$ cat src/rtl/auxdiv_pkg.sv
package auxdiv_pkg;
  localparam int RATIO_W   = 9;
  localparam int MIN_RATIO = 4;
  localparam int PRE_RATIO = 4;

  typedef enum logic {
    PATH_DIV4   = 1'b0,
    PATH_DIRECT = 1'b1
  } path_mode_e;
endpackage

$ cat src/rtl/aux_prescaler.sv
module aux_prescaler
  import auxdiv_pkg::*;
#(
  parameter int PRE_DIV = PRE_RATIO
) (
  input  logic       clk,
  input  logic       rst,
  input  logic       enable,
  input  logic       in_tick,
  input  path_mode_e mode,
  output logic       stage_tick
);
  localparam int PW = (PRE_DIV > 1) ? $clog2(PRE_DIV) : 1;
  localparam logic [PW-1:0] LAST = PW'(PRE_DIV - 1);

  logic [PW-1:0] phase_q;
  logic          gated_tick;

  assign gated_tick = enable & in_tick;

  always_ff @(posedge clk) begin
    if (rst || !enable) begin
      phase_q <= '0;
    end else if (gated_tick && mode == PATH_DIV4) begin
      phase_q <= (phase_q == LAST) ? '0 : phase_q + 1'b1;
    end
  end

  assign stage_tick = gated_tick & ((mode == PATH_DIRECT) | (phase_q == LAST));

  AST_BYPASS_IDLE: assert property (@(posedge clk) disable iff (rst)
    (mode == PATH_DIRECT) |-> (phase_q == '0));
endmodule

$ cat src/rtl/aux_ratio_counter.sv
module aux_ratio_counter
  import auxdiv_pkg::*;
#(
  parameter int W    = RATIO_W,
  parameter int FLOOR = MIN_RATIO
) (
  input  logic         clk,
  input  logic         rst,
  input  logic         enable,
  input  logic         stage_tick,
  input  logic [W-1:0] ratio_in,
  input  path_mode_e   mode_in,
  output path_mode_e   mode_q,
  output logic         term
);
  localparam logic [W-1:0] FLOOR_V = W'(FLOOR);
  localparam logic [W-1:0] ONE_V   = W'(1);

  logic [W-1:0] cnt_q;
  logic [W-1:0] load_v;

  assign load_v = (ratio_in < FLOOR_V) ? FLOOR_V : ratio_in;
  assign term   = enable & stage_tick & (cnt_q == ONE_V);

  always_ff @(posedge clk) begin
    if (rst || !enable) begin
      cnt_q  <= load_v;
      mode_q <= mode_in;
    end else if (stage_tick) begin
      if (cnt_q == ONE_V) begin
        cnt_q  <= load_v;
        mode_q <= mode_in;
      end else begin
        cnt_q <= cnt_q - 1'b1;
      end
    end
  end

  AST_RELOAD_FLOOR: assert property (@(posedge clk) disable iff (rst)
    term |=> (cnt_q >= FLOOR_V));
  AST_HOLD_NO_TICK: assert property (@(posedge clk) disable iff (rst)
    (enable && !stage_tick) |=> $stable(cnt_q));
  AST_MODE_IN_PERIOD: assert property (@(posedge clk) disable iff (rst)
    (enable && !term) |=> $stable(mode_q));
endmodule

$ cat src/rtl/aux_divider.sv
module aux_divider
  import auxdiv_pkg::*;
#(
  parameter int W       = RATIO_W,
  parameter int PRE_DIV = PRE_RATIO,
  parameter int FLOOR   = MIN_RATIO
) (
  input  logic         clk,
  input  logic         rst,
  input  logic         enable,
  input  logic         bypass_pre,
  input  logic [W-1:0] ratio,
  input  logic         in_tick,
  output logic         div_pulse
);
  path_mode_e mode_req;
  path_mode_e mode_act;
  logic       stage_tick;
  logic       term;

  assign mode_req = bypass_pre ? PATH_DIRECT : PATH_DIV4;

  aux_prescaler #(.PRE_DIV(PRE_DIV)) u_pre (
    .clk        (clk),
    .rst        (rst),
    .enable     (enable),
    .in_tick    (in_tick),
    .mode       (mode_act),
    .stage_tick (stage_tick)
  );

  aux_ratio_counter #(.W(W), .FLOOR(FLOOR)) u_cnt (
    .clk        (clk),
    .rst        (rst),
    .enable     (enable),
    .stage_tick (stage_tick),
    .ratio_in   (ratio),
    .mode_in    (mode_req),
    .mode_q     (mode_act),
    .term       (term)
  );

  always_ff @(posedge clk) begin
    if (rst) div_pulse <= 1'b0;
    else     div_pulse <= term;
  end

  AST_PULSE_NEEDS_EN: assert property (@(posedge clk) disable iff (rst)
    div_pulse |-> $past(enable));
  AST_PULSE_NEEDS_TICK: assert property (@(posedge clk) disable iff (rst)
    div_pulse |-> $past(in_tick));
  AST_PULSE_SINGLE: assert property (@(posedge clk) disable iff (rst)
    div_pulse |=> !div_pulse);
endmodule

$ cat config.mk
export PLATFORM = sky130hd
export DESIGN_NAME = aux_divider
export DESIGN_NICKNAME = d
export VERILOG_FILES = /design/src/rtl/auxdiv_pkg.sv /design/src/rtl/aux_prescaler.sv /design/src/rtl/aux_ratio_counter.sv /design/src/rtl/aux_divider.sv
export SDC_FILE = /design/constraint.sdc
export NUM_CORES = 1
export LEC_CHECK = 0
export ABC_AREA = 1
export BUFFER_PORTS_ARGS = -buffer_cell sky130_fd_sc_hd__buf_2
export CAP_MARGIN = 5
export CORE_MARGIN = 1.5
export CORE_UTILIZATION = 40
export CTS_CLUSTER_SIZE = 8
export DETAILED_ROUTE_END_ITERATION = 7
export HOLD_SLACK_MARGIN = 0.1
export MAX_ROUTING_LAYER = met4
export PLACE_DENSITY = 0.63
export SLEW_MARGIN = 20
export SYNTH_ARGS = -nofsm -noshare
export SYNTH_HDL_FRONTEND = slang
export SYNTH_SLANG_ARGS = --single-unit
$ cat constraint.sdc
create_clock -name clk -period 1.9 [get_ports clk]
set_input_delay 0 -clock clk [delete_from_list [all_inputs] [get_ports clk]]
set_output_delay 0 -clock clk [all_outputs]
set_load 0.03 [all_outputs]
Word level (Yosys, flattened, before mapping)

Cells that the tools add are included.

Mux-type cells: 9
$lt $le $gt $ge: 1
Bitwise logic cells: 6
Divide/modulo/power cells: 0
Multiply operators: 0
Reductions and logical operators: 6
Equal/unequal tests: 2
Shift operators: 0
Add/subtract/negate cells: 2

Operators with widths:

| kind                  | count |
|---|---|
| $mux W9               | 4 |
| $eq A9 B1 Y1 const B  | 1 |
| $lt A9 B3 Y1 const B  | 1 |
| $sub A9 B1 Y9 const B | 1 |
| $and A1 B1 Y1         | 4 |
| $mux W1               | 4 |
| $reduce_bool A2 Y1    | 2 |
| $add A2 B1 Y2 const B | 1 |
| $eq A2 B2 Y1 const B  | 1 |
| $mux W2               | 1 |
| $reduce_and A2 Y1     | 1 |
| $logic_and A1 B1 Y1   | 1 |
| $logic_not A1 Y1      | 1 |
| $logic_or A1 B1 Y1    | 1 |
| $not A1 Y1            | 1 |
| $or A1 B1 Y1          | 1 |

Output and inout port bits: 1
Memories kept: 0
Bits in latches: 0
Input bits: 14
Memory bits (writable): 0
ROM bits: 0
Word-level logic and storage cells: 30
Register bits after elaboration: 13

Logic depth before layout (Yosys ltp)

Word-level depth: 5
Mapped depth: 10
Gate-level depth less buffers: 10

Modules after synthesis

A second synthesis with hierarchy kept.

Cell total of the unflattened synthesis: 111
Area, all modules: 854.6 µm²

By module, submodules not included:

| module            | cells an instance | instances | seq. area each (µm²) | area each (µm²) |
|---|---|---|---|---|
| aux_ratio_counter | 90                | 1         | 300.3                | 709.4 |
| aux_prescaler     | 18                | 1         | 40.0                 | 115.1 |
| aux_divider       | 3                 | 1         | 20.0                 | 30.0 |

Worst setup path before layout

Ideal clock, no wire load.

Path kind: register to register
From: register u_cnt.cnt_q[1]
To: register u_cnt.mode_q (enable)
Path slack: 0.500 ns
Path buffers: 0
Arrival time: 1.090 ns
Stages on the path, launching flop included: 7
Clock period less this slack: 1.400 ns
Required time: 1.590 ns
Library setup time: 0.310 ns
Cells stage by stage: edfxtp_1 inv_1 ha_1 nand2_1 nor2_2 nand2_8 o21ai_0

Cells in the longest elaborated chain, start to end: 3

RTL lines:

| item                                | line                    | RTL |
|---|---|---|
| start, declared                     | aux_ratio_counter.sv:19 | `logic [W-1:0] cnt_q;` |
| start signal, assigned              | aux_ratio_counter.sv:27 | `cnt_q <= load_v;` |
| start signal, assigned              | aux_ratio_counter.sv:31 | `cnt_q <= load_v;` |
| start signal, assigned              | aux_ratio_counter.sv:34 | `cnt_q <= cnt_q - 1'b1;` |
| $eq A9 B1 Y1                        | aux_ratio_counter.sv:30 | `if (cnt_q == ONE_V) begin` |
| $reduce_bool A2 Y1 (no source line) | n/a                     |  |
| $reduce_and A2 Y1 (no source line)  | n/a                     |  |
| end signal, assigned                | aux_ratio_counter.sv:28 | `mode_q <= mode_in;` |
| end signal, assigned                | aux_ratio_counter.sv:32 | `mode_q <= mode_in;` |
| end, declared                       | aux_ratio_counter.sv:13 | `output path_mode_e mode_q,` |

No other way between the ends.
A chain may end at the register's enable or synchronous reset.

Final worst setup path

From: register u_cnt.cnt_q[1]
To: register u_cnt.cnt_q[1] (data pin)

Cells in the longest elaborated chain, start to end: 4
Elaborated cells between the ends (all ways): 5
Classes of those cells: 1 x add/sub; 1 x eq/ne; 3 x mux

RTL lines:

| item                                                 | line                                             | RTL |
|---|---|---|
| $sub A9 B1 Y9 / $eq A9 B1 Y1 (equally long branches) | aux_ratio_counter.sv:34, aux_ratio_counter.sv:30 |  |
| $mux W9 *                                            | aux_ratio_counter.sv:30                          |  |
| $mux W9 *                                            | aux_ratio_counter.sv:29                          | `end else if (stage_tick) begin` |
| $mux W9 *                                            | aux_ratio_counter.sv:26                          | `if (rst \|\| !enable) begin` |

Mark *: on every way between the ends. The rest lies on a longest branch, timed or not. The select of a mux whose other input is x is not followed.

==> results.sh <==
export IMPL_status="finished clean"
export IMPL_crit_fanout=10
export IMPL_synth_top_family_by_area="simple AND/OR/NAND/NOR gates"
export IMPL_multiInputGateArea_um2=452
export IMPL_overflow=0
export IMPL_cp_required_ps=1950
export IMPL_postRouteAntennaNets=0
export IMPL_path_cells="inv_1 > ha_1 > nand2_1 > nor2_2 > nand2_8 > nand2_8 > or2_1 > nand2_1"
export IMPL_crit_path_start_kind="flip-flop"
export IMPL_syn_avg_cell_area_um2=8.06
export IMPL_hold_class="input pin to flip-flop"
export IMPL_relSlewSlack_pct=72.3
export IMPL_dp_hpwl_um=1220
export IMPL_cts_sinks=13
export IMPL_syn_nets=126
export IMPL_synthSimpleGateAreaFrac_pct=35.5
export IMPL_ys_seq_area_share_pct=41.0
export IMPL_totalWireLength_um=1640
export IMPL_final_nets=156
export IMPL_seq_area_um2=360
export IMPL_ctsResizeCount=0
export IMPL_synth_warnings=0
export IMPL_grt_usage_pct=16.3
export IMPL_synth_seq_cells=13
export IMPL_max_slew_worst_pin_slew_ps=414
export IMPL_p_per_area_mw_per_mm2=606
export IMPL_drt_iter0_markers=16
export IMPL_clk_path_buf_depth=2
export IMPL_setup_tns_ps=0
export IMPL_synth_top_cell_area_share_pct=34.2
export IMPL_grt_start_max_net_pins=11
export IMPL_vias=735
export IMPL_timing_fmax_mhz=671
export IMPL_timing_rr_end="u_cnt.cnt_q[1]"
export IMPL_rsz0062_at_grt="false"
export IMPL_min_period_over_period_pct=78.4
export IMPL_synth_fa_ha_area_share_pct=4.27
export IMPL_rows=16
export IMPL_grt_pass1_vias=713
export IMPL_met1_length_um=832
export IMPL_max_vdd_ir_drop_v=0.000379
export IMPL_final_util_pct=55.4
export IMPL_die_w_um=49.9
export IMPL_fin_crit_ps=1490
export IMPL_io_buffers=14
export IMPL_synth_xor_area_share_pct=3.99
export IMPL_hold_depth=4
export IMPL_synth_mux_area_share_pct=0
export IMPL_cts_root_buffer="clkbuf_4"
export IMPL_r2r_slack_ps=410
export IMPL_finalHoldViolations=0
export IMPL_cp_slowest_cell="edfxtp_1"
export IMPL_report_final_slew_viol_count=0
export IMPL_setup_violations=0
export IMPL_slowest_delay_ps=400
export IMPL_skew_ps=4.08
export IMPL_top_layer="met4"
export IMPL_num_fill_cells=212
export IMPL_cts_made_buffers=3
export IMPL_place_inst=150
export IMPL_dr_wl_met3_um=63
export IMPL_grt_pass1_wl_um=2930
export IMPL_crit_type="flip-flop to flip-flop"
export IMPL_final_common_cell="nand2_1"
export IMPL_reg2reg_depth=8
export IMPL_antenna_cells=0
export IMPL_wl_met2_um=732
export IMPL_clock_latency_ps=280
export IMPL_start_util_pct=43.4
export IMPL_synth_cells=109
export IMPL_synth_area_leaders="edfxtp_1 (34%), nand2_1 (11%), dfxtp_1 (6.8%)"
export IMPL_post_layout_nonfiller_instances=165
export IMPL_synth_top_area_cell="edfxtp_1"
export IMPL_crit_end="u_cnt.cnt_q[1]"
export IMPL_place_congestion=0.794
export IMPL_cts_tree="built"
export IMPL_cp_end_kind="flip-flop"
export IMPL_die_area_mm2=0.00249
export IMPL_final_cell_mix="nand2_1 (26), nor2_1 (16), buf_2 (14)"
export IMPL_core_area_mm2=0.00202
export IMPL_path_clk_slew_ps=80
export IMPL_syn_to_final_growth_pct=27.5
export IMPL_drive_gt1_share_pct=21.7
export IMPL_drc=0
export IMPL_crit_arrival_ps=1540
export IMPL_yosys_cell_types_count=23
export IMPL_antenna_found_initial=0
export IMPL_netlist_area_um2=878
export IMPL_leakage_nw=0.508
export IMPL_synth_compound_area_share_pct=7.69
export IMPL_vias_per_cell=4.45
export IMPL_cap_violations=0
export IMPL_avgRoutedWirePerCell_um=9.93
export IMPL_crit_start="u_cnt.cnt_q[1]"
export IMPL_drt_pre_antenna_iters=4
export IMPL_r2r_start="u_cnt.cnt_q[1]"
export IMPL_io_pins=15
export IMPL_htree_num_levels=1
export IMPL_p_total_uw=679
export IMPL_die_h_um=49.9
==> power breakdown <==
part	total (mW)	internal [mW]	switching [mW]
logic	0.148	0.0677	0.0808
registers	0.356	0.336	0.0203
clock network	0.174	0.0781	0.0959
==> worst min-delay path by stage <==
stage | start | slack, ps | to
floorplan | rst | 80 | div_pulse
global placement | bypass_pre | 180 | u_cnt.mode_q
detailed placement | bypass_pre | 190 | u_cnt.mode_q
CTS | in_tick | 100 | div_pulse
global route | in_tick | 140 | u_pre.phase_q[0]
finish | in_tick | 110 | div_pulse
==> flip-flops by register name, indices dropped and copies added (netlist names) <==
| register | count |
|---|---|
| div_pulse | 1 |
| u_cnt.cnt_q | 9 |
| u_cnt.mode_q | 1 |
| u_pre.phase_q | 2 |
==> layer usage <==
layer  global-route usage [%]  vias up
li1                         -      404
met1                     20.3      315
met2                     25.6       14
met3                     6.36        2
met4                     2.78        0
met5                        -        -
==> synthesized netlist by cell type, drive strengths merged <==
cell type / count
nand3b: 2
ha: 3
xnor2: 3
edfxtp: 10
o21bai: 1
a21oi: 4
nor2: 21
o21ai: 8
inv: 17
dfxtp: 3
xor2: 1
nand2: 29
or2: 2
nor3: 2
nand3: 3
==> kinds of logic (layout without fill, tap and decap cells) <==
group / count (synthesis) / count (layout)
adder cells (fa/ha/maj): 3 / 3
buffers and inverters: 17 / 46
XOR/XNOR: 4 / 4
AO/OA/AOI/OAI: 13 / 13
flip-flops: 13 / 13
AND/OR/NAND/NOR: 59 / 59
==> critical path: cells and delay by family (launching register included) <==
kind,cells,cell delay (ps)
fa+ha+maj,1,160
buf+inv,1,90
flops,1,400
simple gates,6,600
==> per-stage QoR <==
stage	hold slack, ps	instance area (um2)	worst slack, ps
4_1_cts	101	1120	386
3_5_place_dp	189	982	401
2_1_floorplan	77.8	878	500
3_3_place_gp	183	982	463
5_1_grt	143	1120	288
6_report	113	1120	410
==> layout make-up <==
type                    count  area share (%)
inverters                  17            5.92
clock buffers               3            2.01
well taps                  27            3.02
clock inverters             1           0.447
multi-input cells          79            40.3
repair buffers             25            16.1
flip-flops and latches     13            32.2
==> timing repair <==
| item | 4_1_cts | 5_1_grt |
|---|---|---|
| hold endpoints to repair | 13 | 0 |
| hold buffers | 11 | 0 |
| setup buffers | 0 | 0 |
| setup endpoints to repair | 0 | 0 |
No activity file was read; power rests on OpenSTA's default activity.
